File: src/rtl/fvr_pkg.sv
package fvr_pkg;
  typedef enum logic [2:0] {
    SRC_PLAIN,
    SRC_CIPHER,
    SRC_BLOCKED,
    SRC_OPTION,
    SRC_BLANK
  } rd_src_e;
endpackage

File: src/rtl/fvr_nv_cell.sv
module fvr_nv_cell #(
  parameter int W = 8
) (
  input  logic         clk_i,
  input  logic         rst_ni,
  input  logic         prog_i,
  input  logic [W-1:0] prog_data_i,
  input  logic         erase_i,
  output logic [W-1:0] val_o
);
  logic [W-1:0] val_q;

  always_ff @(posedge clk_i or negedge rst_ni) begin
    if (!rst_ni)      val_q <= '1;
    else if (erase_i) val_q <= '1;
    else if (prog_i)  val_q <= val_q & prog_data_i;
  end

  assign val_o = val_q;

  p_clear_only_r5: assert property (@(posedge clk_i) disable iff (!rst_ni)
    !erase_i |=> ((val_q & ~$past(val_q)) == '0));

  p_erase_all_ones_r6: assert property (@(posedge clk_i) disable iff (!rst_ni)
    erase_i |=> (val_q == '1));
endmodule

File: src/rtl/fvr_key_store.sv
module fvr_key_store #(
  parameter int DEPTH = 64,
  parameter int W     = 8,
  localparam int AW   = $clog2(DEPTH)
) (
  input  logic          clk_i,
  input  logic          rst_ni,
  input  logic          wr_i,
  input  logic [AW-1:0] waddr_i,
  input  logic [W-1:0]  wdata_i,
  input  logic          erase_i,
  input  logic [AW-1:0] raddr_i,
  output logic [W-1:0]  rdata_o,
  output logic          enc_on_o
);
  logic [W-1:0] key_q [DEPTH];
  logic         enc_q;
  logic [W-1:0] merged;

  assign merged = key_q[waddr_i] & wdata_i;

  always_ff @(posedge clk_i or negedge rst_ni) begin
    if (!rst_ni) begin
      for (int i = 0; i < DEPTH; i++) key_q[i] <= '1;
    end else if (erase_i) begin
      for (int i = 0; i < DEPTH; i++) key_q[i] <= '1;
    end else if (wr_i) begin
      key_q[waddr_i] <= merged;
    end
  end

  // Sticky flag: bits only clear between erases, so one non-FF byte keeps it set
  always_ff @(posedge clk_i or negedge rst_ni) begin
    if (!rst_ni)                     enc_q <= 1'b0;
    else if (erase_i)                enc_q <= 1'b0;
    else if (wr_i && merged != '1)   enc_q <= 1'b1;
  end

  assign rdata_o  = key_q[raddr_i];
  assign enc_on_o = enc_q;

  p_key_clear_only_r5: assert property (@(posedge clk_i) disable iff (!rst_ni)
    (wr_i && !erase_i) |=> ((key_q[$past(waddr_i)] & ~$past(key_q[waddr_i])) == '0));

  p_enc_sticky_r4: assert property (@(posedge clk_i) disable iff (!rst_ni)
    (enc_q && !erase_i) |=> enc_q);

  p_erase_plain_r6: assert property (@(posedge clk_i) disable iff (!rst_ni)
    erase_i |=> (!enc_q && key_q[0] == '1));
endmodule

File: src/rtl/fvr_read_mux.sv
module fvr_read_mux
  import fvr_pkg::*;
#(
  parameter int          ADDR_W   = 16,
  parameter int          W        = 8,
  parameter logic [15:0] OPT_ADDR = 16'h00FC,
  parameter int          WDT_BIT  = 3
) (
  input  logic [ADDR_W-1:0] addr_i,
  input  logic              space_i,
  input  logic              iap_i,
  input  logic [W-1:0]      flash_i,
  input  logic [W-1:0]      key_i,
  input  logic              enc_on_i,
  input  logic              locked_i,
  input  logic [W-1:0]      opt_i,
  output logic [W-1:0]      data_o
);
  rd_src_e      src;
  logic [W-1:0] opt_view;

  always_comb begin
    if (space_i)          src = (addr_i == ADDR_W'(OPT_ADDR)) ? SRC_OPTION : SRC_BLANK;
    else if (iap_i)       src = SRC_PLAIN;
    else if (locked_i)    src = SRC_BLOCKED;
    else if (enc_on_i)    src = SRC_CIPHER;
    else                  src = SRC_PLAIN;
  end

  always_comb begin
    opt_view          = '1;
    opt_view[WDT_BIT] = opt_i[WDT_BIT];
  end

  always_comb begin
    unique case (src)
      SRC_PLAIN:  data_o = flash_i;
      SRC_CIPHER: data_o = ~(flash_i ^ key_i);
      SRC_OPTION: data_o = opt_view;
      default:    data_o = '1;
    endcase
  end
endmodule

File: src/rtl/flash_verify_readout.sv
module flash_verify_readout #(
  parameter int          ADDR_W    = 16,
  parameter int          DATA_W    = 8,
  parameter int          KEY_DEPTH = 64,
  parameter int          LOCK_W    = 3,
  parameter logic [15:0] OPT_ADDR  = 16'h00FC,
  parameter int          WDT_BIT   = 3,
  localparam int         KEY_AW    = $clog2(KEY_DEPTH)
) (
  input  logic              clk_i,
  input  logic              rst_ni,
  input  logic              rd_en_i,
  input  logic [ADDR_W-1:0] rd_addr_i,
  input  logic              rd_space_i,
  input  logic              iap_mode_i,
  input  logic [DATA_W-1:0] flash_rdata_i,
  input  logic              key_wr_i,
  input  logic [KEY_AW-1:0] key_addr_i,
  input  logic [DATA_W-1:0] key_wdata_i,
  input  logic              lock_wr_i,
  input  logic [LOCK_W-1:0] lock_wdata_i,
  input  logic              opt_wr_i,
  input  logic [DATA_W-1:0] opt_wdata_i,
  input  logic              mass_erase_i,
  output logic [DATA_W-1:0] vdata_o
);
  logic [DATA_W-1:0] key_byte;
  logic              enc_on;
  logic [LOCK_W-1:0] lock_bits;
  logic [DATA_W-1:0] opt_word;
  logic [DATA_W-1:0] mux_data;
  logic [DATA_W-1:0] vdata_q;
  logic              locked;

  fvr_key_store #(.DEPTH(KEY_DEPTH), .W(DATA_W)) u_key (
    .clk_i, .rst_ni,
    .wr_i     (key_wr_i),
    .waddr_i  (key_addr_i),
    .wdata_i  (key_wdata_i),
    .erase_i  (mass_erase_i),
    .raddr_i  (rd_addr_i[KEY_AW-1:0]),
    .rdata_o  (key_byte),
    .enc_on_o (enc_on)
  );

  fvr_nv_cell #(.W(LOCK_W)) u_lock (
    .clk_i, .rst_ni,
    .prog_i      (lock_wr_i),
    .prog_data_i (lock_wdata_i),
    .erase_i     (mass_erase_i),
    .val_o       (lock_bits)
  );

  fvr_nv_cell #(.W(DATA_W)) u_opt (
    .clk_i, .rst_ni,
    .prog_i      (opt_wr_i),
    .prog_data_i (opt_wdata_i),
    .erase_i     (mass_erase_i),
    .val_o       (opt_word)
  );

  // Any programmed (zero) lock bit raises the level above 0
  assign locked = ~&lock_bits;

  fvr_read_mux #(.ADDR_W(ADDR_W), .W(DATA_W), .OPT_ADDR(OPT_ADDR), .WDT_BIT(WDT_BIT)) u_mux (
    .addr_i   (rd_addr_i),
    .space_i  (rd_space_i),
    .iap_i    (iap_mode_i),
    .flash_i  (flash_rdata_i),
    .key_i    (key_byte),
    .enc_on_i (enc_on),
    .locked_i (locked),
    .opt_i    (opt_word),
    .data_o   (mux_data)
  );

  always_ff @(posedge clk_i or negedge rst_ni) begin
    if (!rst_ni)      vdata_q <= '1;
    else if (rd_en_i) vdata_q <= mux_data;
  end

  assign vdata_o = vdata_q;

  p_hold_r2: assert property (@(posedge clk_i) disable iff (!rst_ni)
    !rd_en_i |=> $stable(vdata_o));

  p_plain_r3: assert property (@(posedge clk_i) disable iff (!rst_ni)
    (rd_en_i && !rd_space_i && !iap_mode_i && !locked && !enc_on)
      |=> (vdata_o == $past(flash_rdata_i)));

  p_lock_blocks_r7: assert property (@(posedge clk_i) disable iff (!rst_ni)
    (rd_en_i && !rd_space_i && !iap_mode_i && locked) |=> (vdata_o == '1));

  p_opt_fill_r8: assert property (@(posedge clk_i) disable iff (!rst_ni)
    (rd_en_i && rd_space_i) |=> (vdata_o[DATA_W-1:WDT_BIT+1] == '1 && vdata_o[WDT_BIT-1:0] == '1));

  p_iap_raw_r9: assert property (@(posedge clk_i) disable iff (!rst_ni)
    (rd_en_i && !rd_space_i && iap_mode_i) |=> (vdata_o == $past(flash_rdata_i)));
endmodule

File: config.mk
export PLATFORM = sky130hd
export DESIGN_NAME = flash_verify_readout
export DESIGN_NICKNAME = d
export VERILOG_FILES = /design/src/rtl/fvr_pkg.sv /design/src/rtl/fvr_nv_cell.sv /design/src/rtl/fvr_key_store.sv /design/src/rtl/fvr_read_mux.sv /design/src/rtl/flash_verify_readout.sv
export SDC_FILE = /design/constraint.sdc
export NUM_CORES = 1
export LEC_CHECK = 0
export BUFFER_PORTS_ARGS = -buffer_cell sky130_fd_sc_hd__buf_2
export CAP_MARGIN = 20
export CORE_AREA = 3 3 322 245
export DETAILED_ROUTE_END_ITERATION = 6
export DIE_AREA = 0 0 325 248
export HOLD_SLACK_MARGIN = 0.02
export PLACE_DENSITY = 0.62
export REMOVE_ABC_BUFFERS = 1
export SYNTH_ARGS = -nofsm -noshare
export SYNTH_HDL_FRONTEND = slang
export SYNTH_HIERARCHICAL = 1
export SYNTH_SLANG_ARGS = --single-unit
File: constraint.sdc
create_clock -name clk_i -period 6.95 [get_ports clk_i]
set_input_delay 1.39 -clock clk_i [delete_from_list [all_inputs] [get_ports clk_i]]
set_output_delay 1.39 -clock clk_i [all_outputs]
set_load 0.05 [all_outputs]
Yosys cells after proc, flatten, opt, wreduce, memory -nomap -nowiden
Index checks and enable logic that the tools add are counted.
{ "totals": {"reg_bits": 532, "input_bits": 58, "output_inout_bits": 8, "wordCells": 113} }
{ "classes": {"magnitude_cmp": 3, "n_eq_ne": 4, "mux": 23, "n_bitwise": 7, "reduce_logical": 8} }
{ "ops": {"columns": ["cell", "n"], "rows": [
  ["$mux 512", 2],
  ["$bwmux 512", 1],
  ["$bmux 8 s6", 2],
  ["$mux 8", 7],
  ["$demux 8 s6", 1],
  ["$pmux 8 s3", 1],
  ["$mux 3", 6],
  ["$and 8x8->8", 2],
  ["$eq 16x8->1 const B", 1],
  ["$ge 7x7->1 const B", 2],
  ["$not 6->7", 2],
  ["$ne 8x8->1 const B", 1],
  ["$not 8->8", 1],
  ["$reduce_bool 2->1", 4],
  ["$xor 8x8->8", 1],
  ["$lt 7x1->1 const B", 1],
  ["$and 3x3->3", 1],
  ["$eq 3x1->1 const B", 1],
  ["$eq 3x2->1 const B", 1],
  ["$logic_not 3->1", 1],
  ["$mux 1", 3],
  ["$reduce_and 3->1", 1],
  ["$logic_and 1x1->1", 2]
]} }

Depth between registers and ports, before layout
{ "logic_depth": {"ltp_word": 9, "mapped_depth": 14} }

Cells and area by module
The synthesis kept the hierarchy.
{ "by_module_without_submodules": {"columns": ["mod", "instances", "cells_per_inst", "area_each_um2", "seq_area_each_um2"], "rows": [
  ["fvr_key_store", 1, 2531, 29205.5, 13477.9],
  ["flash_verify_readout", 1, 18, 346.6, 210.2],
  ["fvr_nv_cell (u_opt)", 1, 25, 325.3, 210.2],
  ["fvr_read_mux", 1, 51, 324.1, 0.0],
  ["fvr_nv_cell (u_lock)", 1, 9, 120.1, 78.8]
]} }

Least setup slack after synthesis
No wires, ideal clock.
{ "synth_timing": {"path_type": "input to register", "startpoint": "in rd_addr_i[0]", "endpoint": "reg vdata_q[0], in the netlist vdata_o[0]", "setup_ps": 82, "arrival_ps": 4546, "path_slack_ps": 2321, "cell_stages": 9, "path_buffers": 2, "cell_sequence": "clkbuf_1 buf_1 mux4_2 mux4_2 mux4_2 nor2b_1 nand3_1 a21o_1 mux2_4"} }
{ "synth_via": {"elab_chain_len": 7, "word_cells_on_any_way": 13, "cone_classes": "3 x eq/ne; 6 x mux; 3 x bitwise; 1 x reduce/logical"} }
{ "synth_rtl": {"columns": ["element", "line_no", "rtl"], "rows": [
  ["start: declaration", "flash_verify_readout.sv:13", "input logic [ADDR_W-1:0] rd_addr_i,"],
  ["$not 6->7 (implied by the code)", "fvr_key_store.sv:39", "assign rdata_o = key_q[raddr_i];"],
  ["$bmux 8 s6", "fvr_key_store.sv:39", null],
  ["$mux 8 (implied by the code) (2 in series)", "fvr_key_store.sv:39", null],
  ["named net key_byte[0]", "flash_verify_readout.sv:27", "logic [DATA_W-1:0] key_byte;"],
  ["$xor 8x8->8", "fvr_read_mux.sv:38", "SRC_CIPHER: data_o = ~(flash_i ^ key_i);"],
  ["$not 8->8", "fvr_read_mux.sv:38", null],
  ["$pmux 8 s3", "fvr_read_mux.sv:36", "unique case (src)"],
  ["named net mux_data[0]", "flash_verify_readout.sv:31", "logic [DATA_W-1:0] mux_data;"],
  ["end signal: assignment", "flash_verify_readout.sv:79", "else if (rd_en_i) vdata_q <= mux_data;"],
  ["end: declaration", "flash_verify_readout.sv:32", "logic [DATA_W-1:0] vdata_q;"]
]} }
The timed path passes the listed nets, and every way through them passes these cells. The select of a mux whose other input is x is not followed.
A chain may end at the register's enable or synchronous reset.

Worst setup path after layout
{ "layout_timing": {"startpoint": "in key_addr_i[1]", "endpoint": "reg u_key/key_q[29] (netlist bit)"} }
{ "layout_via": {"elab_chain_len": 8, "word_cells_on_any_way": 13, "cone_classes": "2 x order compare; 8 x mux; 2 x bitwise; 1 x reduce/logical"} }
{ "layout_rtl": {"columns": ["element", "line_no", "rtl"], "rows": [
  ["start: declaration", "flash_verify_readout.sv:18", "input logic [KEY_AW-1:0] key_addr_i,"],
  ["$not 6->7 (implied by the code) *", "fvr_key_store.sv:20, fvr_key_store.sv:28", null],
  ["$ge 7x7->1 (implied by the code), or another cell as far along", "fvr_key_store.sv:28", "key_q[waddr_i] <= merged;"],
  ["$logic_and 1x1->1 (implied by the code) or $mux 8 (tied branches)", "fvr_key_store.sv:28, fvr_key_store.sv:20", null],
  ["$mux 8 (on tied branches)", "fvr_key_store.sv:28, fvr_key_store.sv:20", null],
  ["$demux 8 s6 or $and 8x8->8 (tied branches)", "fvr_key_store.sv:28, fvr_key_store.sv:20", null],
  ["$bwmux 512 *", "fvr_key_store.sv:28", null],
  ["$mux 512 *", "fvr_key_store.sv:27", "end else if (wr_i) begin"],
  ["$mux 512 *", "fvr_key_store.sv:25", "end else if (erase_i) begin"],
  ["end signal: indexed assignment", "fvr_key_store.sv:28", null],
  ["end: declaration", "fvr_key_store.sv:16", "logic [W-1:0] key_q [DEPTH];"]
]} }
Mark *: on every way between the ends. The rest lies on a longest branch, timed or not. The select of a mux whose other input is x is not followed.

==> impl_results.md <==
* CTS Buf Count at 53
* HPWL Detailed at 68700 um
* Worst reg2reg setup slack at 3.32 ns
* CTS tree: built
* Clock transition at path regs at 0.06 ns
* First-pass GRT wire length at 160000 um
* # fillers at 6967
* Total track usage at 26.3%
* Setup crit start: key_addr_i[1]
* Power Dens Cells at 211 mW/mm^2
* Setup TNS at 0 ns
* Initial antenna violation count at 6
* Hold Fails Final Rpt at 0
* Chip height at 248 um
* Slew @ Worst Pin at 1.31 ns
* Max incr delay on CP at 0.57 ns
* Status: complete, no violations
* Fin. max-slew vios at 0
* Reg2Reg Depth at 9
* DR vias/cell at 6.76
* Most used cell, CP: buf_4
* Postcts setup bufs at 0
* DIE AREA at 0.0806 sq mm
* Final setup violating endpoints at 0
* Critical R2R Capture: u_key/key_q[29]
* H-tree depth at 2
* Non-Filler Instances at 3596
* Max FO, Critical Path at 45
* Hold-fix buffers at CTS at 0
* CP arrival at 5.73 ns
* DRC at 0
* VDD IR max at 0.178 mV
* Final period util at 74.5%
* Commonest non-fill, non-tap cell in the layout: nor2_1
* Leakage at 10.8 nW
* Core Region at 0.0763 sq mm
* RSZ-0062 raised after global routing: no
* Synthesized area at 0.0300 sq mm
* Routed wire length at 108000 um
* Post-synthesis cell count at 2613
* Setup crit end kind: register
* Input/output buffers at 58
* Congestion Overflow GR at 0
* Post-route ant nets at 0
* WS Path Type: input port to register
* Area delta synth->final at 9.23%
* CP Launch Type: input port
* Starting Density at 39.4%
* DR WL/cell at 30.1 um
* Reg-to-reg critical path startpoint: u_key/key_q[69]
* Final min period at 5.18 ns
* Root Driver: clkbuf_16
* Post_cts resized at 0
* Synth warnings at 6
* Row count at 88
* Crit path to: u_key/key_q[29]
* Clock Skews at 0.0130 ns
* Slowest cell on crit path: mux4_2
* First-pass iteration count of the detailed router at 7
* DIE WIDTH at 325 um
* Nets@finish at 2572
* Fin util at 43.0%
* Hold Crit Class: register to register
* Vias in the first global route at 23537
* Dpl cells at 3492
* Via count at 24319
* Overall power at 6.92 mW
* Initial DRC Count at 3685
* Post-synthesis area per instance at 11.5 sq um
* RePlAce Congestion at 0.945
* Clk buf depth at 3
* Critical Path RT at 7.50 ns
* Max-cap viol count at 0
* Relative slew margins at 12.5%
* Fmax at 0.193 GHz
* Multi-input gate area at 0.0149 sq mm
* Most frequent cells in the layout: nor2_1 (556), dfstp_2 (524), a211o_1 (512), mux4_2 (192), nand2_1 (90)
* Boundary Pins at 66
* Worst-Skew Late Latency at 0.63 ns
* Cells along the critical path: buf_6, buf_4, mux4_2, mux2i_1, nor2_1, a2111o_1, o41ai_4, buf_4, buf_4, nor2_1, a211o_1
* CTS sink cnt at 525
* Largest net degree at the start of global routing at 154
* Reg area at 0.0138 sq mm
* Share of layout cells above drive strength 1 at 38.6%
==> final cells by class <==
| cell class | count | area share [%] |
|---|---|---|
| Multi-Input combinational cell | 1796 | 45.5 |
| Clock buffer | 80 | 4.79 |
| Antenna cell | 4 | 0.0305 |
| Inverter | 3 | 0.0343 |
| Sequential cell | 525 | 42.0 |
| Clock inverter | 18 | 0.545 |
| Tap cell | 1035 | 3.95 |
| Timing Repair Buffer | 135 | 3.12 |
==> where the power goes <==
part	switching, mW	internal (mW)	total (mW)
sequential	0.0230	3.12	3.14
clock	1.28	1.67	2.96
combinational	0.592	0.228	0.820
total	1.90	5.02	6.92
==> routing by layer <==
layer  up-vias  track usage [%]  share of wire [%]
met5         -                0              0.012
met2      1660             37.6                 42
met1     12592             36.4                 40
met3       266             9.65                 14
li1       9799                -                  -
met4         2             10.2                4.0
==> through the flow <==
step	setup slack (ns)	cell area [sq um]	hold WS, ns
after global routing	1.71	32800	0.529
after global placement	1.30	31000	0.500
final	1.77	32800	0.511
after CTS	1.90	32800	0.512
after detailed placement	1.24	31000	0.502
after floorplan	-0.0137	28600	0.494
==> registers in the layout, summed over array words and instances, names as in the netlist <==
signal	cells
u_key/enc_on_o	1
vdata_o	8
u_opt/val_o	1
u_key/key_q	512
u_lock/val_o	3
==> worst max-delay path: cells and delay by family <==
family                 cells  cell delay, ns
muxes                      2            1.10
buffers and inverters      4            1.82
AOI/OAI and AO/OA          3            1.07
and+or+nand+nor            2            0.24
==> worst min-delay path by stage <==
stage                               start  slack, ns              end  cells after the start
after floorplan            u_opt/val_o[3]       0.49   u_opt/val_o[3]                      1
after detailed placement  u_lock/val_o[2]       0.50  u_lock/val_o[2]                      1
final                     u_lock/val_o[2]       0.51  u_lock/val_o[2]                      1
after global placement    u_lock/val_o[1]       0.50  u_lock/val_o[1]                      1
after global routing      u_lock/val_o[2]       0.53  u_lock/val_o[2]                      1
after CTS                 u_lock/val_o[2]       0.51  u_lock/val_o[2]                      1
No activity file was read; power rests on OpenSTA's default activity.
